`src/rtl/fpstk_pkg.sv`:
```
// Package: fpstk_pkg
// Shared size constants for the stack-relative register file.
// Assumes NSLOT is a power of two so pointer arithmetic wraps by truncation.
package fpstk_pkg;
    localparam int unsigned FP_W  = 80;
    localparam int unsigned MM_W  = 64;
    localparam int unsigned NSLOT = 8;
endpackage

```
`src/rtl/fpstk_ctrl.sv`:
```
// Module: fpstk_ctrl
// Holds the top-of-stack pointer and computes its next value.
// Registers the overflow and underflow pulses.
// Assumes push takes precedence over pop, and that tags_i shows the stored tags before this edge.
module fpstk_ctrl #(
    parameter int unsigned NSLOT = 8,
    localparam int unsigned IDXW = $clog2(NSLOT)
) (
    input  logic             clk,
    input  logic             rst_n,
    input  logic             push_i,
    input  logic             pop_i,
    input  logic [NSLOT-1:0] tags_i,
    output logic [IDXW-1:0]  top_q,
    output logic [IDXW-1:0]  top_nxt,
    output logic             pop_eff,
    output logic             ovf_q,
    output logic             unf_q
);
    logic [IDXW-1:0] below;
    logic [IDXW-1:0] above;

    // Neighbouring pointer values, wrapping modulo NSLOT
    always_comb begin
        below = top_q - 1'b1;
        above = top_q + 1'b1;
    end

    // Choose the next pointer: push wins, and a pop on its own moves the pointer up
    always_comb begin
        pop_eff = pop_i & ~push_i;
        if (push_i)       top_nxt = below;
        else if (pop_eff) top_nxt = above;
        else              top_nxt = top_q;
    end

    // Pointer register
    always_ff @(posedge clk) begin
        if (!rst_n) top_q <= '0;
        else        top_q <= top_nxt;
    end

    // One-cycle pulses for a push onto a valid slot and a pop of an empty slot
    always_ff @(posedge clk) begin
        if (!rst_n) begin
            ovf_q <= 1'b0;
            unf_q <= 1'b0;
        end else begin
            ovf_q <= push_i & tags_i[below];
            unf_q <= pop_eff & ~tags_i[top_q];
        end
    end
endmodule

```
`src/rtl/fpstk_store.sv`:
```
// Module: fpstk_store
// Register array with one valid tag per slot.
// Each slot picks its own write source by fixed priority: stack write, then push, then alias write.
// Assumes the physical indices have already been computed by the parent.
module fpstk_store #(
    parameter int unsigned NSLOT = 8,
    parameter int unsigned FP_W  = 80,
    parameter int unsigned MM_W  = 64,
    localparam int unsigned IDXW = $clog2(NSLOT),
    localparam int unsigned EXTW = FP_W - MM_W
) (
    input  logic                       clk,
    input  logic                       rst_n,
    input  logic                       push_i,
    input  logic [IDXW-1:0]            push_phys,
    input  logic [FP_W-1:0]            push_data,
    input  logic                       pop_eff,
    input  logic [IDXW-1:0]            pop_phys,
    input  logic                       sw_en,
    input  logic [IDXW-1:0]            sw_phys,
    input  logic [FP_W-1:0]            sw_data,
    input  logic                       mw_en,
    input  logic [IDXW-1:0]            mw_idx,
    input  logic [MM_W-1:0]            mw_data,
    output logic [NSLOT-1:0][FP_W-1:0] slots_q,
    output logic [NSLOT-1:0]           tags_q
);
    // Alias data widened to a full register, with the upper bits forced to ones
    logic [FP_W-1:0] mw_full;
    always_comb mw_full = {{EXTW{1'b1}}, mw_data};

    for (genvar s = 0; s < NSLOT; s++) begin : g_slot
        logic sw_hit, push_hit, mw_hit, pop_hit;
        logic [FP_W-1:0] d_nxt;
        logic            t_nxt;

        // Decide which writers target this slot and pick the winner
        always_comb begin
            sw_hit   = sw_en   && (sw_phys   == IDXW'(s));
            push_hit = push_i  && (push_phys == IDXW'(s));
            mw_hit   = mw_en   && (mw_idx    == IDXW'(s));
            pop_hit  = pop_eff && (pop_phys  == IDXW'(s));
            if (sw_hit)        d_nxt = sw_data;
            else if (push_hit) d_nxt = push_data;
            else if (mw_hit)   d_nxt = mw_full;
            else               d_nxt = slots_q[s];
            if (sw_hit | push_hit | mw_hit) t_nxt = 1'b1;
            else if (pop_hit)               t_nxt = 1'b0;
            else                            t_nxt = tags_q[s];
        end

        // Slot data and tag registers
        always_ff @(posedge clk) begin
            if (!rst_n) begin
                slots_q[s] <= '0;
                tags_q[s]  <= 1'b0;
            end else begin
                slots_q[s] <= d_nxt;
                tags_q[s]  <= t_nxt;
            end
        end
    end
endmodule

```
`src/rtl/fpstk_view.sv`:
```
// Module: fpstk_view
// Combinational read paths: a stack-relative full-width read and a fixed-index low-part read.
// Also derives the empty and full status from the tags.
// Assumes the pointer and storage are registered upstream.
module fpstk_view #(
    parameter int unsigned NSLOT = 8,
    parameter int unsigned FP_W  = 80,
    parameter int unsigned MM_W  = 64,
    localparam int unsigned IDXW = $clog2(NSLOT)
) (
    input  logic [NSLOT-1:0][FP_W-1:0] slots_i,
    input  logic [NSLOT-1:0]           tags_i,
    input  logic [IDXW-1:0]            top_i,
    input  logic [IDXW-1:0]            rd_idx,
    input  logic [IDXW-1:0]            mm_idx,
    output logic [FP_W-1:0]            rd_data,
    output logic                       rd_valid,
    output logic [MM_W-1:0]            mm_data,
    output logic                       empty,
    output logic                       full
);
    logic [IDXW-1:0] rd_phys;

    // Relative read, translated through the pointer
    always_comb begin
        rd_phys  = top_i + rd_idx;
        rd_data  = slots_i[rd_phys];
        rd_valid = tags_i[rd_phys];
    end

    // Fixed-index read of the low part
    always_comb mm_data = slots_i[mm_idx][MM_W-1:0];

    // Occupancy status
    always_comb begin
        empty = ~|tags_i;
        full  = &tags_i;
    end
endmodule

```
`src/rtl/fpstk_regfile.sv`:
```
// Module: fpstk_regfile
// Eight-entry register file, addressed relative to a top-of-stack pointer, with a fixed-index 64-bit alias view.
// Assumes NSLOT is a power of two. A relative write uses the pointer value after this cycle's push or pop.
module fpstk_regfile #(
    parameter int unsigned NSLOT = fpstk_pkg::NSLOT,
    parameter int unsigned FP_W  = fpstk_pkg::FP_W,
    parameter int unsigned MM_W  = fpstk_pkg::MM_W,
    localparam int unsigned IDXW = $clog2(NSLOT)
) (
    input  logic            clk,
    input  logic            rst_n,
    input  logic            push_i,
    input  logic [FP_W-1:0] push_data_i,
    input  logic            pop_i,
    input  logic [IDXW-1:0] rd_idx_i,
    output logic [FP_W-1:0] rd_data_o,
    output logic            rd_valid_o,
    input  logic            wr_en_i,
    input  logic [IDXW-1:0] wr_idx_i,
    input  logic [FP_W-1:0] wr_data_i,
    input  logic [IDXW-1:0] mm_rd_idx_i,
    output logic [MM_W-1:0] mm_rd_data_o,
    input  logic            mm_wr_en_i,
    input  logic [IDXW-1:0] mm_wr_idx_i,
    input  logic [MM_W-1:0] mm_wr_data_i,
    output logic [IDXW-1:0] top_o,
    output logic            empty_o,
    output logic            full_o,
    output logic            ovf_o,
    output logic            unf_o
);
    logic [IDXW-1:0]            top_q, top_nxt, sw_phys;
    logic                       pop_eff;
    logic [NSLOT-1:0][FP_W-1:0] slots_q;
    logic [NSLOT-1:0]           tags_q;

    // Place the relative write against the post-update pointer
    always_comb sw_phys = top_nxt + wr_idx_i;

    fpstk_ctrl #(.NSLOT(NSLOT)) u_ctrl (
        .clk     (clk),
        .rst_n   (rst_n),
        .push_i  (push_i),
        .pop_i   (pop_i),
        .tags_i  (tags_q),
        .top_q   (top_q),
        .top_nxt (top_nxt),
        .pop_eff (pop_eff),
        .ovf_q   (ovf_o),
        .unf_q   (unf_o)
    );

    fpstk_store #(.NSLOT(NSLOT), .FP_W(FP_W), .MM_W(MM_W)) u_store (
        .clk       (clk),
        .rst_n     (rst_n),
        .push_i    (push_i),
        .push_phys (top_nxt),
        .push_data (push_data_i),
        .pop_eff   (pop_eff),
        .pop_phys  (top_q),
        .sw_en     (wr_en_i),
        .sw_phys   (sw_phys),
        .sw_data   (wr_data_i),
        .mw_en     (mm_wr_en_i),
        .mw_idx    (mm_wr_idx_i),
        .mw_data   (mm_wr_data_i),
        .slots_q   (slots_q),
        .tags_q    (tags_q)
    );

    fpstk_view #(.NSLOT(NSLOT), .FP_W(FP_W), .MM_W(MM_W)) u_view (
        .slots_i  (slots_q),
        .tags_i   (tags_q),
        .top_i    (top_q),
        .rd_idx   (rd_idx_i),
        .mm_idx   (mm_rd_idx_i),
        .rd_data  (rd_data_o),
        .rd_valid (rd_valid_o),
        .mm_data  (mm_rd_data_o),
        .empty    (empty_o),
        .full     (full_o)
    );

    // Bring out the pointer
    always_comb top_o = top_q;
endmodule

```
`config.mk`:
```
export PLATFORM = sky130hd
export DESIGN_NAME = fpstk_regfile
export DESIGN_NICKNAME = d
export VERILOG_FILES = /design/src/rtl/fpstk_pkg.sv /design/src/rtl/fpstk_ctrl.sv /design/src/rtl/fpstk_store.sv /design/src/rtl/fpstk_view.sv /design/src/rtl/fpstk_regfile.sv
export SDC_FILE = /design/constraint.sdc
export NUM_CORES = 2
export LEC_CHECK = 0
export BUFFER_PORTS_ARGS = -buffer_cell sky130_fd_sc_hd__clkbuf_2
export CELL_PAD_IN_SITES_DETAIL_PLACEMENT = 0
export CELL_PAD_IN_SITES_GLOBAL_PLACEMENT = 1
export CORE_MARGIN = 2
export CORE_UTILIZATION = 46
export CTS_CLUSTER_SIZE = 30
export DETAILED_ROUTE_END_ITERATION = 8
export PLACE_DENSITY_LB_ADDON = 0.15
export SYNTH_ARGS = -nofsm -noshare
export SYNTH_HDL_FRONTEND = slang
export SYNTH_SLANG_ARGS = --single-unit
export TNS_END_PERCENT = 20
```
`constraint.sdc`:
```
create_clock -name clk -period 4 [get_ports clk]
set_input_delay 0.6 -clock clk [delete_from_list [all_inputs] [get_ports clk]]
set_output_delay 0.6 -clock clk [all_outputs]
set_load 0.02 [all_outputs]
```
==> impl_metrics.json <==
{
  "drive_gt1_frac": 0.163,
  "vias": 43800,
  "core_area_um2": 96600,
  "port_buffers": 393,
  "final_cells": 6786,
  "rsz0062_at_grt": "no",
  "met2_wirelength_mm": 84.4,
  "ys_types": 46,
  "areaGrowthSynthToFinish_pct": 12.1,
  "synth-edff-count": 0,
  "initial_core_util": 0.463,
  "ant_nets": 0,
  "power_density_nw_per_um2": 505,
  "top_layer_used": "met5",
  "die_w_um": 316,
  "viasPerCell": 6.45,
  "wl_met3_mm": 17.3,
  "hpwl_mm": 106,
  "synth_top_cell_by_area": "dfxtp_1",
  "clock_sinks": 653,
  "p_leak_nw": 22.5,
  "max_freq_mhz": 260,
  "syn_nets": 5751,
  "critPathArrivalTime_ns": 3.25,
  "cp_slowest_cell": "fa_2",
  "holdBufCountCts": 0,
  "crit_family": "buffers and inverters",
  "yosys-top-cells-area": "dfxtp_1 29%, mux2i_1 20%, nand2_1 13%, o211ai_1 11%, mux4_2 6.6%",
  "grt_pass1_wl_mm": 275,
  "maxSlewHeadroom": 0.294,
  "cts_tree": "built",
  "cts_buffers": 82,
  "clockRootBuffer": "clkbuf_16",
  "drc": 0,
  "fin_ws_ns": 0.148,
  "cp_num_buf_inv": 3,
  "h-tree-depth": 3,
  "cp.required_ns": 3.40,
  "wirelength_mm": 188,
  "avgSynthCellArea_um2": 8.14,
  "insertion_delay_ns": 0.67,
  "nets": 5689,
  "crit_path_end_kind": "output pin",
  "async_flop_share": 0,
  "ys_seq_area_frac": 0.292,
  "grt_pass1_vias": 41300,
  "die_h_um": 316,
  "fin_area_um2": 50100,
  "gp_congestion": 0.862,
  "status": "finished, final reports clean",
  "tns_ns": 0,
  "netlist_instances": 5498,
  "post_drt_wl_per_cell_um": 27.7,
  "pre_cts_slack_ns": 0.362,
  "dp_cells": 6624,
  "die-area_um2": 99800,
  "hold_class": "primary input to flip-flop",
  "irDropWorstVdd_uv": 318,
  "fin_skew_ns": 0.0202,
  "grt_usage": 0.364,
  "critPathMaxFanout": 50,
  "drtIter0Drc": 5060,
  "clkTransAtPathRegs_ns": 0.06,
  "fin_crit_ns": 3.85,
  "maxSlewViolCount": 0,
  "setup_viol_count_final": 0,
  "whs_ns": 0.391,
  "grt_max_degree": 109,
  "pin_count": 394,
  "worst_pin_slew_ns": 1.06,
  "synth_seq_cells": 653,
  "antenna_found_initial": 25,
  "drt-met1-wl_mm": 79.1,
  "placement.cell_area_um2": 47400,
  "synth_top_cell_area_share": 0.292,
  "cts_buffer_depth": 3,
  "maxCapViolations": 0,
  "num_rows": 114,
  "start_kind": "flip-flop",
  "first_pass_iters": 6,
  "hold_violations": 0,
  "yosys_warnings": 0,
  "worstSetupPathType": "flip-flop to output pin",
  "syn_area_um2": 44700,
  "timing.final.crit_share": 0.963,
  "crit_chain": "ha_1, fa_2, xnor2_4, buf_12, buf_16, nand2_1, nand3_1, and4_1, clkbuf_2",
  "slowest_delay_ns": 0.43,
  "synth_ff_type": "dfxtp_1",
  "gr-total-overflow": 0
}
-- cells by family after synthesis --
| logic type | after synthesis | share of synthesized area |
|---|---|---|
| mux | 1101 | 0.285 |
| compound gates | 660 | 0.110 |
| flops | 653 | 0.292 |
| simple gates | 2379 | 0.235 |
| buf+inv | 686 | 0.0722 |
| xor+xnor | 8 | 0.00232 |
| fa+ha+maj | 11 | 0.00341 |
-- Yosys cell counts (all sizes together) (4+ instances only) --
| library cell | number |
|---|---|
| o211ai | 640 |
| and4 | 83 |
| inv | 6 |
| buf | 291 |
| mux4 | 132 |
| nand2 | 1530 |
| mux2 | 65 |
| xnor2 | 5 |
| nor2 | 28 |
| clkbuf | 389 |
| dfxtp | 653 |
| o21ai | 5 |
| mux2i | 904 |
| nor2b | 4 |
| ha | 9 |
| a21oi | 6 |
| or3 | 115 |
| nand3 | 587 |
| a31oi | 5 |
| nor3 | 4 |
-- cell usage in the layout, fill, tap and decap left out, types with 10 or more instances in the layout --
cell / netlist / final
nor2_1: 28 / 26
nand3_1: 587 / 585
clkinv_2: 0 / 10
clkbuf_8: 0 / 22
mux2_2: 65 / 65
buf_4: 8 / 63
clkbuf_16: 0 / 83
nand2_1: 1530 / 1528
clkbuf_2: 0 / 389
dfxtp_1: 653 / 652
diode_2: 0 / 15
mux2i_1: 904 / 896
clkbuf_1: 389 / 20
mux4_2: 132 / 132
o211ai_1: 640 / 640
and4_1: 83 / 82
or3_1: 115 / 113
buf_12: 0 / 72
-- per-layer routing --
metal  GRT usage  vias up
met4       0.144       18
met1       0.502    21300
met3      0.0645      449
li1            -    19600
met5           0        -
met2       0.563     2412
-- worst register-to-register path, delay by kind of cell (launching register included) --
family / cells / cell delay (ns)
AO/OA/AOI/OAI: 1 / 0.14
flip-flops: 1 / 0.46
XOR/XNOR: 1 / 0.29
adder cells (fa/ha/maj): 2 / 0.77
multiplexers: 2 / 0.86
AND/OR/NAND/NOR: 2 / 0.25
buffers and inverters: 3 / 0.62
-- state kept, by name, summed over array words and instances, names as in the netlist --
register         cells
u_ctrl.top_q         3
u_ctrl.unf_q         1
u_store.tags_q       8
u_ctrl.ovf_q         1
u_store.slots_q    640
-- timing repair --
action / in CTS / in global routing
buffers inserted: 2 / 0
gates cloned: 2 / 0
endpoints found under the setup margin: 49 / 27
gates resized for setup: 5 / 2
pin swaps: 2 / 0
-- layout make-up --
class,count,area (µm²)
Antenna cell,15,37.5
Clock buffer,125,2450
Clock inverter,18,156
Fill cell,9362,46400
Inverter,6,22.5
Multi-Input combinational cell,4159,28700
Sequential cell,653,13100
Tap cell,1276,1600
Timing Repair Buffer,534,4070
-- final timing paths --
check                    startpoint                   end  slack, ns  cells after the start
setup / recovery    u_ctrl.top_q[0]         rd_data_o[65]       0.15                      9
hold / removal        wr_data_i[57]   u_store.slots_q[57]       0.39                      3
setup reg to reg    u_ctrl.top_q[0]  u_store.slots_q[427]       0.52                     11
hold reg to reg   u_store.tags_q[5]     u_store.tags_q[5]       0.64                      2
-- where the power goes --
group,switching (mW),leakage (nW),internal (mW),total [mW]
logic,5.82,15.9,3.64,9.46
clock network,3.16,1.29,4.28,7.45
registers,0.820,5.34,7.59,8.41
total,9.81,22.5,15.5,25.3
-- through the flow --
stage	utilization	power [mW]
2_1_floorplan	-	14.6
3_3_place_gp	0.491	17.6
3_5_place_dp	0.491	17.7
4_1_cts	0.519	25.2
5_1_grt	0.519	26.4
6_report	0.519	25.3
Note: power is estimated with default switching activity, not from simulation.
